[config.mk]
export PLATFORM = sky130hd
export DESIGN_NAME = spi_addr_slave
export DESIGN_NICKNAME = d
export VERILOG_FILES = /design/src/rtl/spi_slv_pkg.sv /design/src/rtl/spi_sync.sv /design/src/rtl/spi_edge.sv /design/src/rtl/spi_addr_slave.sv
export SDC_FILE = /design/constraint.sdc
export NUM_CORES = 1
export LEC_CHECK = 0
export ABC_AREA = 0
export ABC_CLOCK_PERIOD_IN_PS = 3700
export CAP_MARGIN = 20
export CELL_PAD_IN_SITES_DETAIL_PLACEMENT = 1
export CELL_PAD_IN_SITES_GLOBAL_PLACEMENT = 2
export CORE_MARGIN = 2
export CORE_UTILIZATION = 35
export CTS_CLUSTER_DIAMETER = 40
export DETAILED_ROUTE_END_ITERATION = 8
export PLACE_DENSITY_LB_ADDON = 0.1
export SLEW_MARGIN = 5
export SYNTH_ARGS = -nofsm -noshare
export SYNTH_HDL_FRONTEND = slang
export SYNTH_SLANG_ARGS = --single-unit
[constraint.sdc]
create_clock -name clk -period 3.7 [get_ports clk]
set_clock_uncertainty 0.05 [all_clocks]
set_input_delay 0.74 -clock clk [delete_from_list [all_inputs] [get_ports clk]]
set_output_delay 0.74 -clock clk [all_outputs]
set_load 0.01 [all_outputs]
[src/rtl/spi_slv_pkg.sv]
package spi_slv_pkg;
  typedef enum logic [2:0] {
    ST_IDLE,
    ST_ADDR,
    ST_WRITE,
    ST_READ,
    ST_SKIP
  } spi_slv_state_t;
endpackage

[src/rtl/spi_sync.sv]
module spi_sync #(
  parameter int          W       = 3,
  parameter int          STAGES  = 2,
  parameter logic [W-1:0] RST_VAL = '0
) (
  input  logic         clk,
  input  logic         rst,
  input  logic [W-1:0] d,
  output logic [W-1:0] q
);
  logic [W-1:0] stage_q [STAGES];

  always_ff @(posedge clk) begin
    if (rst) stage_q[0] <= RST_VAL;
    else     stage_q[0] <= d;
  end

  generate
    for (genvar s = 1; s < STAGES; s++) begin : g_stage
      always_ff @(posedge clk) begin
        if (rst) stage_q[s] <= RST_VAL;
        else     stage_q[s] <= stage_q[s-1];
      end
    end
  endgenerate

  assign q = stage_q[STAGES-1];
endmodule

[src/rtl/spi_edge.sv]
module spi_edge #(
  parameter int           W       = 2,
  parameter logic [W-1:0] RST_VAL = '0
) (
  input  logic         clk,
  input  logic         rst,
  input  logic [W-1:0] d,
  output logic [W-1:0] rise,
  output logic [W-1:0] fall
);
  logic [W-1:0] prev_q;

  always_ff @(posedge clk) begin
    if (rst) prev_q <= RST_VAL;
    else     prev_q <= d;
  end

  generate
    for (genvar g = 0; g < W; g++) begin : g_bit
      assign rise[g] =  d[g] & ~prev_q[g];
      assign fall[g] = ~d[g] &  prev_q[g];
    end
  endgenerate
endmodule

[src/rtl/spi_addr_slave.sv]
module spi_addr_slave
  import spi_slv_pkg::*;
#(
  parameter int                BYTE_W      = 8,
  parameter logic [BYTE_W-2:0] DEV_ADDR    = 7'b1000000,
  parameter int                SYNC_STAGES = 2
) (
  input  logic              clk,
  input  logic              rst,
  input  logic              spi_cs_n,
  input  logic              spi_sck,
  input  logic              spi_mosi,
  output logic              spi_miso,
  output logic              spi_miso_oe,
  output logic [BYTE_W-1:0] wr_data,
  output logic              wr_valid,
  output logic              rd_req,
  input  logic [BYTE_W-1:0] rd_data,
  output logic              busy,
  output logic              irq
);
  localparam int CNT_W = $clog2(BYTE_W);
  localparam logic [CNT_W-1:0] LAST_BIT = CNT_W'(BYTE_W - 1);

  // synchronized {select, clock, data}
  logic [2:0] sync_vec;
  logic       cs_s, sck_s, mosi_s;

  spi_sync #(.W(3), .STAGES(SYNC_STAGES), .RST_VAL(3'b100)) u_sync (
    .clk (clk),
    .rst (rst),
    .d   ({spi_cs_n, spi_sck, spi_mosi}),
    .q   (sync_vec)
  );

  assign cs_s   = sync_vec[2];
  assign sck_s  = sync_vec[1];
  assign mosi_s = sync_vec[0];

  // edges on {select, clock}
  logic [1:0] rise_v, fall_v;

  spi_edge #(.W(2), .RST_VAL(2'b10)) u_edge (
    .clk  (clk),
    .rst  (rst),
    .d    ({cs_s, sck_s}),
    .rise (rise_v),
    .fall (fall_v)
  );

  logic txn_start, txn_stop, sck_up, sck_dn;
  assign txn_start = fall_v[1];
  assign txn_stop  = rise_v[1];
  assign sck_up    = rise_v[0];
  assign sck_dn    = fall_v[0];

  spi_slv_state_t    state_q;
  logic [CNT_W-1:0]  bit_cnt_q;
  logic [BYTE_W-2:0] rx_q;
  logic [BYTE_W-1:0] tx_q;
  logic [BYTE_W-1:0] rx_next;
  logic              active, byte_done;

  assign rx_next   = {rx_q, mosi_s};
  assign active    = (state_q != ST_IDLE);
  assign byte_done = active && sck_up && (bit_cnt_q == LAST_BIT);

  always_ff @(posedge clk) begin
    if (rst) begin
      state_q     <= ST_IDLE;
      bit_cnt_q   <= '0;
      rx_q        <= '0;
      tx_q        <= '0;
      wr_data     <= '0;
      wr_valid    <= 1'b0;
      irq         <= 1'b0;
      rd_req      <= 1'b0;
      busy        <= 1'b0;
      spi_miso_oe <= 1'b0;
    end else begin
      wr_valid <= 1'b0;
      irq      <= 1'b0;
      rd_req   <= 1'b0;

      // serial capture
      if (active && sck_up) begin
        rx_q      <= rx_next[BYTE_W-2:0];
        bit_cnt_q <= (bit_cnt_q == LAST_BIT) ? '0 : bit_cnt_q + 1'b1;
      end

      // byte framing
      if (byte_done) begin
        unique case (state_q)
          ST_ADDR: begin
            if (rx_next[BYTE_W-1:1] == DEV_ADDR) begin
              busy <= 1'b1;
              if (rx_next[0]) begin
                state_q     <= ST_READ;
                spi_miso_oe <= 1'b1;
                rd_req      <= 1'b1;
              end else begin
                state_q <= ST_WRITE;
              end
            end else begin
              state_q <= ST_SKIP;
            end
          end
          ST_WRITE: begin
            wr_data  <= rx_next;
            wr_valid <= 1'b1;
            irq      <= 1'b1;
          end
          ST_READ: rd_req <= 1'b1;
          default: ;
        endcase
      end

      // serial output: load on fetch, shift after falling edges inside a byte
      if (rd_req)
        tx_q <= rd_data;
      else if (sck_dn && state_q == ST_READ && bit_cnt_q != '0)
        tx_q <= {tx_q[BYTE_W-2:0], 1'b0};

      // framing conditions take priority over everything above
      if (txn_start) begin
        state_q     <= ST_ADDR;
        bit_cnt_q   <= '0;
        busy        <= 1'b0;
        spi_miso_oe <= 1'b0;
      end
      if (txn_stop) begin
        state_q     <= ST_IDLE;
        bit_cnt_q   <= '0;
        busy        <= 1'b0;
        spi_miso_oe <= 1'b0;
        rd_req      <= 1'b0;
      end
    end
  end

  assign spi_miso = tx_q[BYTE_W-1];

  // busy falls the cycle after select is seen high
  a_r8_busy_clears: assert property (@(posedge clk) disable iff (rst)
    $rose(cs_s) |=> !busy);
  // the data-out drive only exists inside an accepted transaction
  a_r4_oe_inside_busy: assert property (@(posedge clk) disable iff (rst)
    spi_miso_oe |-> busy);
  // fetch requests are single-cycle pulses
  a_r4_rdreq_pulse: assert property (@(posedge clk) disable iff (rst)
    rd_req |=> !rd_req);
  // one strobe per byte, never back to back
  a_r6_wr_single: assert property (@(posedge clk) disable iff (rst)
    wr_valid |=> !wr_valid);
  // an ignored transaction raises no strobes
  a_r5_skip_quiet: assert property (@(posedge clk) disable iff (rst)
    (state_q == ST_SKIP) |=> (!wr_valid && !rd_req && !busy));
  // interrupt pulse accompanies each write strobe
  a_r7_irq_follows_wr: assert property (@(posedge clk) disable iff (rst)
    irq == wr_valid);
endmodule

# Word level (Yosys, flattened, before mapping)
# Memory sizes are Yosys's and may differ from the RTL's.
# Cells that the tools add are included.
# word_totals
mem_bits_rw	6
n_memories	1
input_bits	13
register_bits	35
# mem_list
memory	depth	width	read_ports	rd_clocked_by_memory_dff	wr	line	source
u_sync.stage_q	2	3	2	0	2	spi_sync.sv:11	logic [W-1:0] stage_q [STAGES];
# op_classes
n_addsub	1
reduce_logical	18
muxes	17
n_bitwise	11
eq_ne	5
# ops
operator	count
$mux 8	2
$mux 3	4
$mux 1	10
$eq 7x7->1 const B	1
$eq 3x2->1 const B	2
$reduce_and 2->1	3
$reduce_bool 2->1	3
$reduce_bool 3->1	2
$reduce_or 3->1	2
$not 1->1	5
$and 1x1->1	4
$logic_and 1x1->1	4
$reduce_and 4->1	1
$reduce_or 2->1	2
$add 3x1->3 const B	1
$eq 3x1->1 const B	1
$eq 3x3->1 const B	1
$reduce_and 3->1	1
$or 1x1->1	2
$pmux 1 s2	1

# Longest topological paths before layout
# Gate-level depths: netlist of the first run.
# An unclocked memory read counts as a cell.
# logic_depth
ltp_word	7
depth_mapped	7
ltp_nobuf	6

# Modules after synthesis
# A second synthesis of the first run with hierarchy kept.
# hier_totals
hier_cells	179
hier_area_um2	1686.6
# modules_own_cells
module	cells_per_inst	area_per_inst_um2	n_inst	seq_area_each_um2
spi_addr_slave	159	1451.4	1	660.6
spi_sync	12	157.7	1	120.1
spi_edge	8	77.6	1	40.0

# Worst setup path after synthesis of the first run
# No wires, ideal clock.
# synth_timing
path_type	input-to-reg
start	input port rst
end	register state_q[0]
arrival_time_ns	1.394
required_time_ns	3.535
slack_ns	2.141
n_path_buf	2
setup_time_ns	0.115
cell_stages	4
cell_sequence	clkbuf_1 clkbuf_1 nor2_1 o21a_1
# synth_via
elab_chain_cells	1
# synth_lines
element	line	source
start: declaration	spi_addr_slave.sv:9	input logic rst,
$reduce_or 2->1 (no source line)	--	
end signal: assignment	spi_addr_slave.sv:70	state_q <= ST_IDLE;
end signal: assignment	spi_addr_slave.sv:98	state_q <= ST_READ;
end signal: assignment	spi_addr_slave.sv:102	state_q <= ST_WRITE;
end: declaration	spi_addr_slave.sv:57	spi_slv_state_t state_q;
# Every way passes these cells.
# A chain may end at the register's enable or synchronous reset.

# Worst setup path after layout of the first run
# layout_timing
start	register rd_req
end	output port rd_req
# layout_lines
element	line	source
start: declaration	spi_addr_slave.sv:17	output logic rd_req,
start signal: assignment	spi_addr_slave.sv:77	rd_req <= 1'b0;
start signal: assignment	spi_addr_slave.sv:83	rd_req <= 1'b0;
start signal: assignment	spi_addr_slave.sv:100	rd_req <= 1'b1;
# No word-level cell between the ends.

==> results of run 1 <==
## power by group through the flow
stage | sequential, mW | clock, mW | combinational, mW
after global routing | 0.448 | 0.348 | 0.0337
after detailed placement | 0.458 | 0 | 0.0311
after CTS | 0.447 | 0.332 | 0.0313
final | 0.447 | 0.321 | 0.0307
after floorplan | 0.457 | 0 | 0.0151
after global placement | 0.458 | 0 | 0.0302
## metal layers
metal	track usage (%)	vias to the layer above
met2	22.3	21
met1	16.2	566
li1	-	587
met3	3.38	4
met4	5.03	0
met5	0	-
## logic make-up (layout without fill, tap and decap cells)
kind of cell	count (synthesis)	in the layout	synth area share, %
mux	23	23	14.5
buf+inv	12	39	3.63
simple gates	59	59	19.1
compound gates	20	20	8.60
flops	41	41	51.8
fa+ha+maj	3	3	2.37
## layout make-up
class / count / area [µm²]
timing repair buffer: 28 / 275
inverter: 3 / 11.3
clock buffer: 7 / 96.3
sequential: 41 / 821
tap: 52 / 65.1
clock inverter: 1 / 5.00
multi-input combinational: 105 / 707
fill: 489 / 2370
## sequential cells by signal, summed over array words and instances, names as in the netlist
signal / flops
tx_q: 8
wr_data: 8
rx_q: 7
u_sync.stage_q: 6
bit_cnt_q: 3
state_q: 3
u_edge.prev_q: 2
busy: 1
irq: 1
rd_req: 1
spi_miso_oe: 1
## worst paths after layout
path                                                   endpoint  depth (start not counted)
worst min-delay path            u_sync.stage_q[1][2]$_SDFF_PP1_                          1
worst max register to register          wr_data[5]$_SDFFE_PP0P_                          4
worst min register to register  u_sync.stage_q[1][2]$_SDFF_PP1_                          1
worst max-delay path                                     rd_req                          1
## cells in the mapped netlist (2+ instances only)
cell type and n:
nand3_1 2, nand2_1 2, o21a_1 5, ha_1 3, a21oi_1 6, buf_4 3, a211oi_1 7, nor2_1 31
dfxtp_1 41, nor3b_1 2, nor2b_1 9, or3_1 2, or2_2 3, mux2i_1 23, nand3b_1 2, inv_1 3
nand4_1 2, clkbuf_1 5
## per-stage QoR
step	utilization (%)	setup slack [ps]	instance area (µm²)	power [mW]
final	45.5	1690	1980	0.799
after floorplan	-	2140	1590	0.472
after detailed placement	43.0	1340	1870	0.489
after global routing	45.5	1560	1980	0.830
after CTS	45.3	1390	1970	0.811
after global placement	43.0	1420	1870	0.488
==> impl_metrics.py, run 1 <==
metrics = {
    "status": {
        "status": "completed",
    },
    "logic_synthesis": {
        "syn-num-nets": 174,
        "synth-warning-count": 0,
        "ys_types": 25,
        "avgSynthCellArea_um2": 10.0,
        "async_flop_share_pct": 0,
        "synth_ff_type": "dfxtp_1",
        "ys_seq_area_share_pct": 51.8,
        "yosys_register_bits": 41,
        "syn_area_um2": 1590,
        "post-synth-top-area-cell": "dfxtp_1",
        "synth_edf_count": 0,
        "synth.top_cell.area_share_pct": 51.8,
        "synthCells": 158,
        "synth_area_leaders": "dfxtp_1 (52%), mux2i_1 (15%), nor2_1 (7.3%), nor2b_1 (3.6%), a211oi_1 (3.3%)",
    },
    "route": {
        "vias": 1178,
        "firstDrtPassIters": 4,
        "wl_met1_um": 1500,
        "route.detailed.drc": 0,
        "drtIter0Drc": 48,
        "wl_met2_um": 1500,
        "wl_per_cell_um": 13.3,
        "route.met3.wl_um": 121,
        "routed_wl_um": 3160,
        "ant_nets": 0,
        "viasPerCell": 4.97,
        "top_layer_used": "met4",
    },
    "floorplan": {
        "die_area_um2": 5080,
        "core_area_um2": 4350,
        "die_w_um": 71.3,
        "start_util_pct": 36.4,
        "die_y_um": 71.3,
        "rows": 24,
        "ios": 27,
    },
    "worst_setup_path": {
        "critical-path-top-delay-family": "buffers and inverters",
        "startpoint_type": "flop",
        "crit_required_ps": 2910,
        "rrSetupSlack_ps": 1790,
        "end_kind": "primary output",
        "cp-startpoint": "rd_req$_SDFF_PP0_",
        "r2r-start": "u_sync.stage_q[1][1]$_SDFF_PP0_",
        "crit_chain": "clkdlybuf4s50_1",
        "slowest_delay_ps": 560,
        "worst-path-buf-inv": 1,
        "crit_fanout": 3,
        "crit_slowest_cell": "clkdlybuf4s50_1",
        "cp.arrival_ps": 1220,
        "crit_type": "reg -> out",
    },
    "placement": {
        "gp_congestion": 0.717,
        "dp_cells": 228,
        "portBuffers": 26,
        "dp_hpwl_um": 2280,
    },
    "finish": {
        "layout.nets": 200,
        "mostFrequentLayoutCell": "dfxtp_1",
        "antennaDiodeCount": 0,
        "area_growth_pct": 24.9,
        "drive_above_1_share_pct": 8.11,
        "final_cell_mix": "dfxtp_1 (41), nor2_1 (31), clkdlybuf4s50_1 (26)",
        "final_cells": 237,
    },
    "timing": {
        "tightest_slew_ps": 650,
        "rsz0062_at_grt": "no",
        "fin_tns_setup_ps": 0,
        "max_freq_ghz": 0.498,
        "finalCritPeriodShare_pct": 54.3,
        "finalSetupViolations": 0,
        "min_period_ps": 2010,
        "hold_viol_final": 0,
        "final_max_slew_viol_count": 0,
        "slew_headroom_pct": 56.5,
        "fin_hold_ws_ps": 366,
    },
    "global_route": {
        "grt_use_total_pct": 13.2,
        "grt_overflow": 0,
        "first_global_vias": 1203,
        "grt_antenna_before_repair": 0,
        "grt_max_degree": 20,
        "grt_pass1_wl_um": 5400,
    },
    "power": {
        "seqPwrFrac_pct": 56.0,
        "p_per_area_nw_per_um2": 403,
        "p_sw_share_pct": 21.0,
        "internal_power_mw": 0.631,
        "p_sw_mw": 0.168,
        "leakage_nw": 0.753,
        "clockPowerShare_pct": 40.2,
        "ir_worst_vdd_v": 0.000186,
        "p_comb_share_pct": 3.8,
    },
    "clocking": {
        "ctsHoldBuffers": 0,
        "postCtsSetupBuffers": 0,
        "cts_buffers": 5,
        "cts_resized": 0,
        "root_buffer": "clkbuf_8",
        "clockBufferDepth": 2,
        "cts_tree": "built",
        "clk_latency_ps": 290,
        "clkTransAtPathRegs_ps": 80,
        "cts.sinks": 41,
        "htree_levels": 2,
    },
    "worst_hold_path": {
        "hold_path.startpoint": "u_sync.stage_q[0][2]$_SDFF_PP1_",
        "holdCritPathClass": "reg -> reg",
    },
    "flow_run": {
        "cap_violations": 0,
    },
}
(Power assumes the default switching activity.)
==> inputs of run 2 (changes only) <==
Settings changed: ABC_CLOCK_PERIOD_IN_PS 3700 to 2100, CORE_UTILIZATION 35 to 32.
Clock period 3.7 ns to 2.1 ns, I/O delays scaled along.
==> run 2 against run 1 <==
Compared with the run above:
- non-clock buffer count grew 4
- power rose by 86%
- count of clock-buffer cells in the layout stayed put
==> impl_metrics.py, run 2 (synthesis results as in run 1) <==
metrics = {
    "timing": {
        "final_max_slew_viol_count": 0,
        "finalSetupViolations": 0,
        "fin_tns_setup_ps": 0,
        "slew_headroom_pct": 60.9,
        "rsz0062_at_grt": "no",
        "tightest_slew_ps": 572,
        "finalCritPeriodShare_pct": 86.1,
        "hold_viol_final": 0,
        "min_period_ps": 1810,
        "max_freq_ghz": 0.553,
        "fin_ws_ps": 292,
    },
    "worst_setup_path": {
        "cp-startpoint": "rx_q[6]$_SDFFE_PP0P_",
        "end_kind": "flop",
        "cp.arrival_ps": 1880,
        "rrSetupSlack_ps": 290,
        "crit_slowest_cell": "a2111oi_0",
        "ff2ff_path_depth": 3,
        "startpoint_type": "flop",
        "crit_required_ps": 2170,
        "crit_fanout": 3,
        "critical-path-top-delay-family": "simple AND/OR/NAND/NOR gates",
        "crit_type": "reg -> reg",
        "slowest_delay_ps": 600,
        "r2r-end": "rd_req$_SDFF_PP0_",
        "worst-path-buf-inv": 0,
        "r2r-start": "rx_q[6]$_SDFFE_PP0P_",
        "crit_chain": "nor3b_1 > nand4_1 > a2111oi_0",
    },
    "power": {
        "p_comb_share_pct": 3.9,
        "internal_power_mw": 1.21,
        "p_sw_share_pct": 19.1,
        "p_per_area_nw_per_um2": 728,
        "p_sw_mw": 0.284,
        "seqPwrFrac_pct": 53.0,
        "ir_worst_vdd_v": 0.000321,
        "leakage_nw": 0.777,
        "clockPowerShare_pct": 43.2,
    },
    "clocking": {
        "htree_levels": 2,
        "clkTransAtPathRegs_ps": 70,
        "clockBufferDepth": 2,
        "cts.sinks": 41,
        "clk_latency_ps": 290,
        "root_buffer": "clkbuf_8",
        "cts_buffers": 5,
        "cts_tree": "built",
        "cts_resized": 0,
        "ctsHoldBuffers": 0,
        "postCtsSetupBuffers": 0,
    },
    "status": {
        "status": "completed",
    },
    "placement": {
        "gp_congestion": 0.796,
        "dp_slack_ps": 173,
        "dp_hpwl_um": 2500,
        "portBuffers": 26,
    },
    "worst_hold_path": {
        "hold_path.startpoint": "u_sync.stage_q[0][2]$_SDFF_PP1_",
        "holdPathStages": 1,
        "hold_end": "u_sync.stage_q[1][2]$_SDFF_PP1_",
        "holdCritPathClass": "reg -> reg",
    },
    "global_route": {
        "grt_max_degree": 20,
        "grt_use_total_pct": 13.6,
        "grt_pass1_wl_um": 5640,
        "grt_overflow": 0,
        "grt_antenna_before_repair": 0,
        "first_global_vias": 1215,
    },
    "floorplan": {
        "core_area_um2": 4750,
        "die_w_um": 74.4,
        "die_y_um": 74.4,
        "die_area_um2": 5530,
        "start_util_pct": 33.3,
        "ios": 27,
        "rows": 25,
    },
    "route": {
        "viasPerCell": 4.60,
        "wl_met2_um": 1620,
        "firstDrtPassIters": 4,
        "route.detailed.drc": 0,
        "wl_per_cell_um": 13.0,
        "vias": 1177,
        "top_layer_used": "met4",
        "wl_met1_um": 1540,
        "routed_wl_um": 3330,
        "ant_nets": 0,
        "drtIter0Drc": 29,
        "route.met3.wl_um": 103,
    },
    "finish": {
        "nFillCells": 571,
        "layout.nets": 204,
        "area_growth_pct": 29.0,
        "top_regs": "tx_q x8, wr_data x8, rx_q x7",
        "final_cell_mix": "dfxtp_1 (41), nor2_1 (31), clkdlybuf4s50_1 (26)",
        "drive_above_1_share_pct": 9.52,
        "antennaDiodeCount": 0,
        "mostFrequentLayoutCell": "dfxtp_1",
    },
    "flow_run": {
        "cap_violations": 0,
    },
}
[run 2: changes by cell type in the layout (fill, tap and decap cells not counted)]
cell       delta
clkbuf_4      -1
buf_4         +5
bufinv_16     +1
clkbuf_1      +1
clkbuf_8      -1
clkinv_2      -1
[run 2: power by group through the flow]
stage,Sequential [mW],Combinational (mW),Clock (mW)
2_1_floorplan,0.805,0.0265,0
3_3_place_gp,0.806,0.0571,0
4_1_cts,0.789,0.0587,0.668
6_report,0.789,0.0575,0.643
5_1_grt,0.790,0.0641,0.704
3_5_place_dp,0.807,0.0582,0
[run 2: how the worst max path moves through the flow]
stage	endpoint	depth (start not counted)
2_1_floorplan	tx_q[1]$_SDFFE_PP0P_	7
3_3_place_gp	state_q[0]$_SDFFE_PP0P_	4
3_5_place_dp	rd_req$_SDFF_PP0_	2
4_1_cts	rd_req$_SDFF_PP0_	3
5_1_grt	rd_req$_SDFF_PP0_	3
6_report	rd_req$_SDFF_PP0_	3
[run 2: area by class of cell]
class                           count  area, µm²  area share, %
Sequential cell                    41        821           40.1
Inverter                            3       11.3          0.551
Timing Repair Buffer               32        305           14.9
Clock inverter                      1       30.0           1.47
Clock buffer                        7       86.3           4.22
Multi-Input combinational cell    105        707           34.6
Tap cell                           67       83.8           4.10
[run 2: through the flow]
step / hold slack [ps] / std cells / total power [mW] / util, % / instance area (µm²)
global route: 398 / 256 / 1.56 / 43.0 / 2040
finish: 363 / 256 / 1.49 / 43.0 / 2040
detailed placement: 353 / 248 / 0.865 / 40.6 / 1930
global placement: 351 / 248 / 0.864 / 40.6 / 1930
floorplan: 339 / 158 / 0.832 / - / 1590
CTS: 367 / 256 / 1.52 / 43.0 / 2040
[run 2: routing by layer]
layer,global-route usage [%],up-vias
met1,16.6,549
met2,21.8,23
li1,-,599
met3,4.20,6
met4,6.15,0
met5,0,-
==> inputs of run 3 (changes only) <==
Settings changed: SKIP_LAST_GASP set to 1.
==> results of run 3 <==
No change in the layout: final DEF, timing and power equal those of run 2.
